`src/rtl/irq_steer_pkg.sv`:
```
package irq_steer_pkg;
  // field positions shared by decode, entries and read mux
  localparam int RT_CPU_LSB  = 8;
  localparam int RT_VEC_LSB  = 0;
  localparam int CT_MASK_BIT = 2;
  localparam int CT_CLR_BIT  = 1;
  localparam int CT_PEND_BIT = 0;
  localparam int SLOT_SHIFT  = 3;

  typedef enum logic [1:0] {
    SEL_NONE  = 2'd0,
    SEL_ROUTE = 2'd1,
    SEL_CTRL  = 2'd2
  } reg_sel_e;
endpackage

```
`src/rtl/irq_steer_decode.sv`:
```
module irq_steer_decode
  import irq_steer_pkg::*;
#(
  parameter int NUM_SRC  = 8,
  parameter int ADDR_W   = 12,
  parameter int CTL_BASE = 'h100,
  parameter int IDX_W    = 3
) (
  input  logic [ADDR_W-1:0] addr,
  output reg_sel_e          sel,
  output logic [IDX_W-1:0]  idx
);
  localparam logic [ADDR_W:0] SPAN   = (ADDR_W+1)'(NUM_SRC * 8);
  localparam logic [ADDR_W:0] CB     = (ADDR_W+1)'(CTL_BASE);
  localparam logic [ADDR_W:0] CE     = (ADDR_W+1)'(CTL_BASE + NUM_SRC * 8);

  logic [ADDR_W:0] a_ext;
  logic [ADDR_W:0] off;
  logic [ADDR_W:0] slot;
  logic            unused_ok;

  always_comb begin
    a_ext = {1'b0, addr};
    sel   = SEL_NONE;
    off   = '0;
    if (a_ext < SPAN) begin
      sel = SEL_ROUTE;
      off = a_ext;
    end else if (a_ext >= CB && a_ext < CE) begin
      sel = SEL_CTRL;
      off = a_ext - CB;
    end
    slot = off >> SLOT_SHIFT;
    idx  = slot[IDX_W-1:0];
  end

  assign unused_ok = ^{slot, off[SLOT_SHIFT-1:0]};
endmodule

```
`src/rtl/irq_steer_entry.sv`:
```
module irq_steer_entry
  import irq_steer_pkg::*;
#(
  parameter int CPU_W  = 5,
  parameter int VEC_W  = 6,
  parameter int DATA_W = 32
) (
  input  logic              clk,
  input  logic              rst,
  input  logic              irq,
  input  logic              rt_we,
  input  logic              ct_we,
  input  logic [DATA_W-1:0] wdata,
  output logic [CPU_W-1:0]  cpu,
  output logic [VEC_W-1:0]  vec,
  output logic              mask,
  output logic              pend,
  output logic              fire
);
  logic unused_ok;

  assign fire = irq & ~mask;

  always_ff @(posedge clk) begin
    if (rst) begin
      cpu  <= '0;
      vec  <= '0;
      mask <= 1'b1;
      pend <= 1'b0;
    end else begin
      if (rt_we) begin
        cpu <= wdata[RT_CPU_LSB +: CPU_W];
        vec <= wdata[RT_VEC_LSB +: VEC_W];
      end
      // an accepted request outranks a same-cycle control write
      if (fire) begin
        mask <= 1'b1;
        pend <= 1'b1;
      end else if (ct_we) begin
        mask <= wdata[CT_MASK_BIT];
        if (wdata[CT_CLR_BIT]) pend <= 1'b0;
      end
    end
  end

  assign unused_ok = ^wdata;
endmodule

```
`src/rtl/irq_steer_post.sv`:
```
module irq_steer_post #(
  parameter int NUM_SRC = 8,
  parameter int IDX_W   = 3,
  parameter int CPU_W   = 5,
  parameter int VEC_W   = 6
) (
  input  logic               clk,
  input  logic               rst,
  input  logic [NUM_SRC-1:0] fire,
  input  logic [CPU_W-1:0]   cpu_tab [NUM_SRC],
  input  logic [VEC_W-1:0]   vec_tab [NUM_SRC],
  output logic [NUM_SRC-1:0] queue,
  output logic               post_valid,
  output logic [CPU_W-1:0]   post_cpu,
  output logic [VEC_W-1:0]   post_vec
);
  logic               found;
  logic [IDX_W-1:0]   gidx;
  logic [NUM_SRC-1:0] grant;

  // lowest set queue bit wins
  always_comb begin
    found = 1'b0;
    gidx  = '0;
    for (int i = NUM_SRC - 1; i >= 0; i--) begin
      if (queue[i]) begin
        found = 1'b1;
        gidx  = IDX_W'(i);
      end
    end
    grant = found ? (NUM_SRC'(1) << gidx) : '0;
  end

  always_ff @(posedge clk) begin
    if (rst) begin
      queue      <= '0;
      post_valid <= 1'b0;
      post_cpu   <= '0;
      post_vec   <= '0;
    end else begin
      queue      <= (queue & ~grant) | fire;
      post_valid <= found;
      post_cpu   <= found ? cpu_tab[gidx] : '0;
      post_vec   <= found ? vec_tab[gidx] : '0;
    end
  end
endmodule

```
`src/rtl/irq_steer.sv`:
```
module irq_steer
  import irq_steer_pkg::*;
#(
  parameter int NUM_SRC  = 8,
  parameter int CPU_W    = 5,
  parameter int VEC_W    = 6,
  parameter int ADDR_W   = 12,
  parameter int DATA_W   = 32,
  parameter int CTL_BASE = 'h100
) (
  input  logic               clk,
  input  logic               rst,
  input  logic [NUM_SRC-1:0] dev_irq,
  input  logic               req_valid,
  input  logic               req_write,
  input  logic [ADDR_W-1:0]  req_addr,
  input  logic [DATA_W-1:0]  req_wdata,
  output logic               rsp_valid,
  output logic [DATA_W-1:0]  rsp_rdata,
  output logic               rsp_err,
  output logic               post_valid,
  output logic [CPU_W-1:0]   post_cpu,
  output logic [VEC_W-1:0]   post_vec
);
  localparam int IDX_W = (NUM_SRC > 1) ? $clog2(NUM_SRC) : 1;

  reg_sel_e           sel;
  logic [IDX_W-1:0]   idx;
  logic [CPU_W-1:0]   cpu_tab [NUM_SRC];
  logic [VEC_W-1:0]   vec_tab [NUM_SRC];
  logic [NUM_SRC-1:0] mask_vec;
  logic [NUM_SRC-1:0] pend_vec;
  logic [NUM_SRC-1:0] fire_vec;
  logic [NUM_SRC-1:0] queue_vec;
  logic [DATA_W-1:0]  rd_data;
  logic               wr_go;

  irq_steer_decode #(
    .NUM_SRC(NUM_SRC), .ADDR_W(ADDR_W), .CTL_BASE(CTL_BASE), .IDX_W(IDX_W)
  ) u_dec (
    .addr(req_addr), .sel(sel), .idx(idx)
  );

  assign wr_go = req_valid & req_write;

  for (genvar g = 0; g < NUM_SRC; g++) begin : g_ent
    irq_steer_entry #(
      .CPU_W(CPU_W), .VEC_W(VEC_W), .DATA_W(DATA_W)
    ) u_ent (
      .clk   (clk),
      .rst   (rst),
      .irq   (dev_irq[g]),
      .rt_we (wr_go && sel == SEL_ROUTE && idx == IDX_W'(g)),
      .ct_we (wr_go && sel == SEL_CTRL  && idx == IDX_W'(g)),
      .wdata (req_wdata),
      .cpu   (cpu_tab[g]),
      .vec   (vec_tab[g]),
      .mask  (mask_vec[g]),
      .pend  (pend_vec[g]),
      .fire  (fire_vec[g])
    );
  end

  irq_steer_post #(
    .NUM_SRC(NUM_SRC), .IDX_W(IDX_W), .CPU_W(CPU_W), .VEC_W(VEC_W)
  ) u_post (
    .clk        (clk),
    .rst        (rst),
    .fire       (fire_vec),
    .cpu_tab    (cpu_tab),
    .vec_tab    (vec_tab),
    .queue      (queue_vec),
    .post_valid (post_valid),
    .post_cpu   (post_cpu),
    .post_vec   (post_vec)
  );

  always_comb begin
    rd_data = '0;
    case (sel)
      SEL_ROUTE: begin
        rd_data[RT_CPU_LSB +: CPU_W] = cpu_tab[idx];
        rd_data[RT_VEC_LSB +: VEC_W] = vec_tab[idx];
      end
      SEL_CTRL: begin
        rd_data[CT_MASK_BIT] = mask_vec[idx];
        rd_data[CT_PEND_BIT] = pend_vec[idx];
      end
      default: rd_data = '0;
    endcase
  end

  always_ff @(posedge clk) begin
    if (rst) begin
      rsp_valid <= 1'b0;
      rsp_rdata <= '0;
      rsp_err   <= 1'b0;
    end else begin
      rsp_valid <= req_valid;
      rsp_rdata <= (req_valid && !req_write) ? rd_data : '0;
      rsp_err   <= req_valid && sel == SEL_NONE;
    end
  end
endmodule

```
`config.mk`:
```
export PLATFORM = sky130hd
export DESIGN_NAME = irq_steer
export DESIGN_NICKNAME = d
export VERILOG_FILES = /design/src/rtl/irq_steer_pkg.sv /design/src/rtl/irq_steer_decode.sv /design/src/rtl/irq_steer_entry.sv /design/src/rtl/irq_steer_post.sv /design/src/rtl/irq_steer.sv
export SDC_FILE = /design/constraint.sdc
export NUM_CORES = 1
export LEC_CHECK = 0
export BUFFER_PORTS_ARGS = -buffer_cell sky130_fd_sc_hd__buf_2
export CORE_MARGIN = 1
export CORE_UTILIZATION = 27
export CTS_CLUSTER_DIAMETER = 100
export DETAILED_ROUTE_END_ITERATION = 8
export PLACE_DENSITY = 0.4
export SLEW_MARGIN = 10
export SYNTH_ARGS = -nofsm -noshare
export SYNTH_HDL_FRONTEND = slang
export SYNTH_SLANG_ARGS = --single-unit
export TNS_END_PERCENT = 100
```
`constraint.sdc`:
```
create_clock -name clk -period 5.4 [get_ports clk]
set_clock_uncertainty 0.15 [all_clocks]
set_input_delay 0.27 -clock clk [delete_from_list [all_inputs] [get_ports clk]]
set_output_delay 0.27 -clock clk [all_outputs]
set_load 0.05 [all_outputs]
```
==> qor.yml <==
wl_per_cell_um: 21.9
cts_sinks: 137
peakVddDrop_uv: 143
syn2layout_area_growth_pct: 16.2
relSlewSlack_pct: 29.2
regToRegEndpoint: "u_post.post_vec[0]$_SDFF_PP0_"
min_path_type: "input port to register"
gp_congestion: 0.777
final-hold-violation-count: 0
clock_path_buffers: 2
cp.required_ns: 5.55
io_buffers: 56
nNetsFinal: 879
whs_path_depth: 3
rr_startpoint: "u_post.queue[6]$_SDFF_PP0_"
leakagePower_nw: 3.01
use_met1_pct: 27.0
ctsResizeCount: 0
grt-ovfl-total: 0
avgSynthCellArea_um2: 8.43
outcome: "complete, no violations"
cts_tree: "built"
rsz0062_at_grt: "false"
yosysWarnings: 0
grt_busiest_layer: "met2"
cp.arrival_ns: 3.26
fin_crit_sh_pct: 57.5
vias: 6169
crit_path_start: "u_post.queue[6]$_SDFF_PP0_"
die_y_um: 161
drive_gt1_share_pct: 17.7
drv_slew: 0
synth.largest_area_cell: "dfxtp_1"
first_pass_iters: 5
root_buffer: "clkbuf_16"
grt_use_met2_pct: 32.0
grt_pass1_wl_um: 38200
start_util_pct: 27.7
dieArea_mm2: 0.0258
p_per_area_mw_per_mm2: 318
clk_latency_ns: 0.43
critPathMaxFanout: 18
final_util_pct: 32.2
cts_buffers: 17
ys_seq_area_share_pct: 40.3
ys_types: 53
setup_viol: 0
layout_min_cycle_time_ns: 3.10
drc: 0
fin_setup_tns_ns: 0
antenna_found_initial: 0
synth_top_area_share_pct: 40.3
cap_violations: 0
die_width_um: 161
synth_area_leaders: "dfxtp_1 40%, a21oi_1 6.8%, nand3_1 5.7%"
path_clk_slew_ns: 0.06
synthArstFlopShare_pct: 0
grt_usage_pct: 19.9
rr_worst_depth: 5
syn_area_mm2: 0.00680
antenna_cells: 0
path_class: "register to register"
drt_iter0_markers: 596
netlist_instances: 807
ant_nets: 0
endpoint_kind: "register"
worst_pin_slew_ns: 1.06
via_per_inst: 5.32
synth_ff_type: "dfxtp_1"
cts_max_level: 4
holdPathEnd: "g_ent[6].u_ent.cpu[2]$_SDFFE_PP0P_"
min_from: "req_wdata[10]"
io_pins: 102
post-dp-hpwl_um: 15600
wl_um: 25400
rows: 57
grt_pass1_vias: 5914
synth_seq_cells: 137
core_area_mm2: 0.0245
max_freq_mhz: 322
yosysMostFrequentCell: "dfxtp_1"
cp-start-kind: "register"
synth_edf_count: 0
grtUsageMet3_pct: 4.16
grt_max_degree: 64
r2r_slack_ns: 2.30
synth_common_cells: "137 x dfxtp_1, 102 x nand2_1, 92 x a21oi_1"
## metal layers
metal	up-vias	share of wire (%)	wire length (um)
met5	-	0	0
met4	0	1.2	297
met3	18	5.5	1400
met2	214	47	11900
met1	3008	47	11900
li1	2929	-	-
## flip-flops by register name, summed over array words and instances, names as in the netlist, 5 cells and up
signal / count
g_ent.u_ent.cpu: 40
g_ent.u_ent.mask: 8
g_ent.u_ent.pend: 8
g_ent.u_ent.vec: 48
rsp_rdata: 11
u_post.post_cpu: 5
u_post.post_vec: 6
u_post.queue: 8
## cell families (layout without fill, tap and decap cells)
family / Yosys count / count (layout) / synth area share, %
AO/OA/AOI/OAI: 198 / 198 / 20.1
buffers and inverters: 107 / 116 / 7.94
flip-flops: 137 / 137 / 40.3
multiplexers: 58 / 58 / 9.58
other: 1 / 21 / 0.0551
AND/OR/NAND/NOR: 306 / 306 / 22.0
## cell type report
class | count | area, um2
Multi-Input combinational cell | 583 | 3610
Tap cell | 324 | 405
Clock inverter | 11 | 216
Sequential cell | 137 | 2740
Fill cell | 2642 | 16600
Clock buffer | 21 | 470
Inverter | 11 | 41.3
Timing Repair Buffer | 73 | 418
## power by group
| group | internal, mW | switching [mW] |
|---|---|---|
| clock | 0.905 | 0.469 |
| sequential | 1.01 | 0.000411 |
| combinational | 0.0272 | 0.105 |
| total | 1.94 | 0.574 |
## cells in the final DEF (no fill, tap or decap), drive strengths merged, types with 21 or more instances in the layout
master  synthesis  final
mux2i          28     28
mux2           27     27
a21oi          93     93
a221o          27     27
buf            56     70
nor2           59     59
a221oi         30     30
clkbuf         40     21
nand2         102    102
conb            1     21
nand3          77     77
dfxtp         137    137
## worst max path at each step
stage / end / slack [ns] / depth (start not counted)
after detailed placement: g_ent[5].u_ent.vec[0]$_SDFFE_PP0P_ / 2.16 / 7
after CTS: u_post.post_vec[0]$_SDFF_PP0_ / 2.25 / 5
after global routing: u_post.post_vec[0]$_SDFF_PP0_ / 2.08 / 5
after global placement: g_ent[5].u_ent.vec[0]$_SDFFE_PP0P_ / 2.14 / 7
after floorplan: rsp_rdata[9]$_SDFF_PP0_ / 3.25 / 6
final: u_post.post_vec[0]$_SDFF_PP0_ / 2.30 / 5
## metrics by stage
step	setup WS, ns	area (um2)	hold slack, ns	total power [mW]	instances
2_1_floorplan	3.25	6880	0.191	1.14	827
3_3_place_gp	2.14	7190	0.295	1.17	1125
3_5_place_dp	2.16	7190	0.301	1.16	1125
4_1_cts	2.25	7910	0.0146	2.55	1160
5_1_grt	2.08	7910	0.0342	2.59	1160
6_report	2.30	7910	0.0271	2.52	1160
## critical path: stages (launching register included)
cell      delay (ns)
dfxtp_1         0.39
nor2_1          0.09
o31ai_2         0.73
and3_1          1.00
a221oi_1        0.27
a211oi_1        0.35
## timing repair
action,4_1_cts,5_1_grt
setup buffers,0,0
hold buffers,3,0
hold endpoints to repair,3,0
Note: power is estimated with default switching activity, not from simulation.
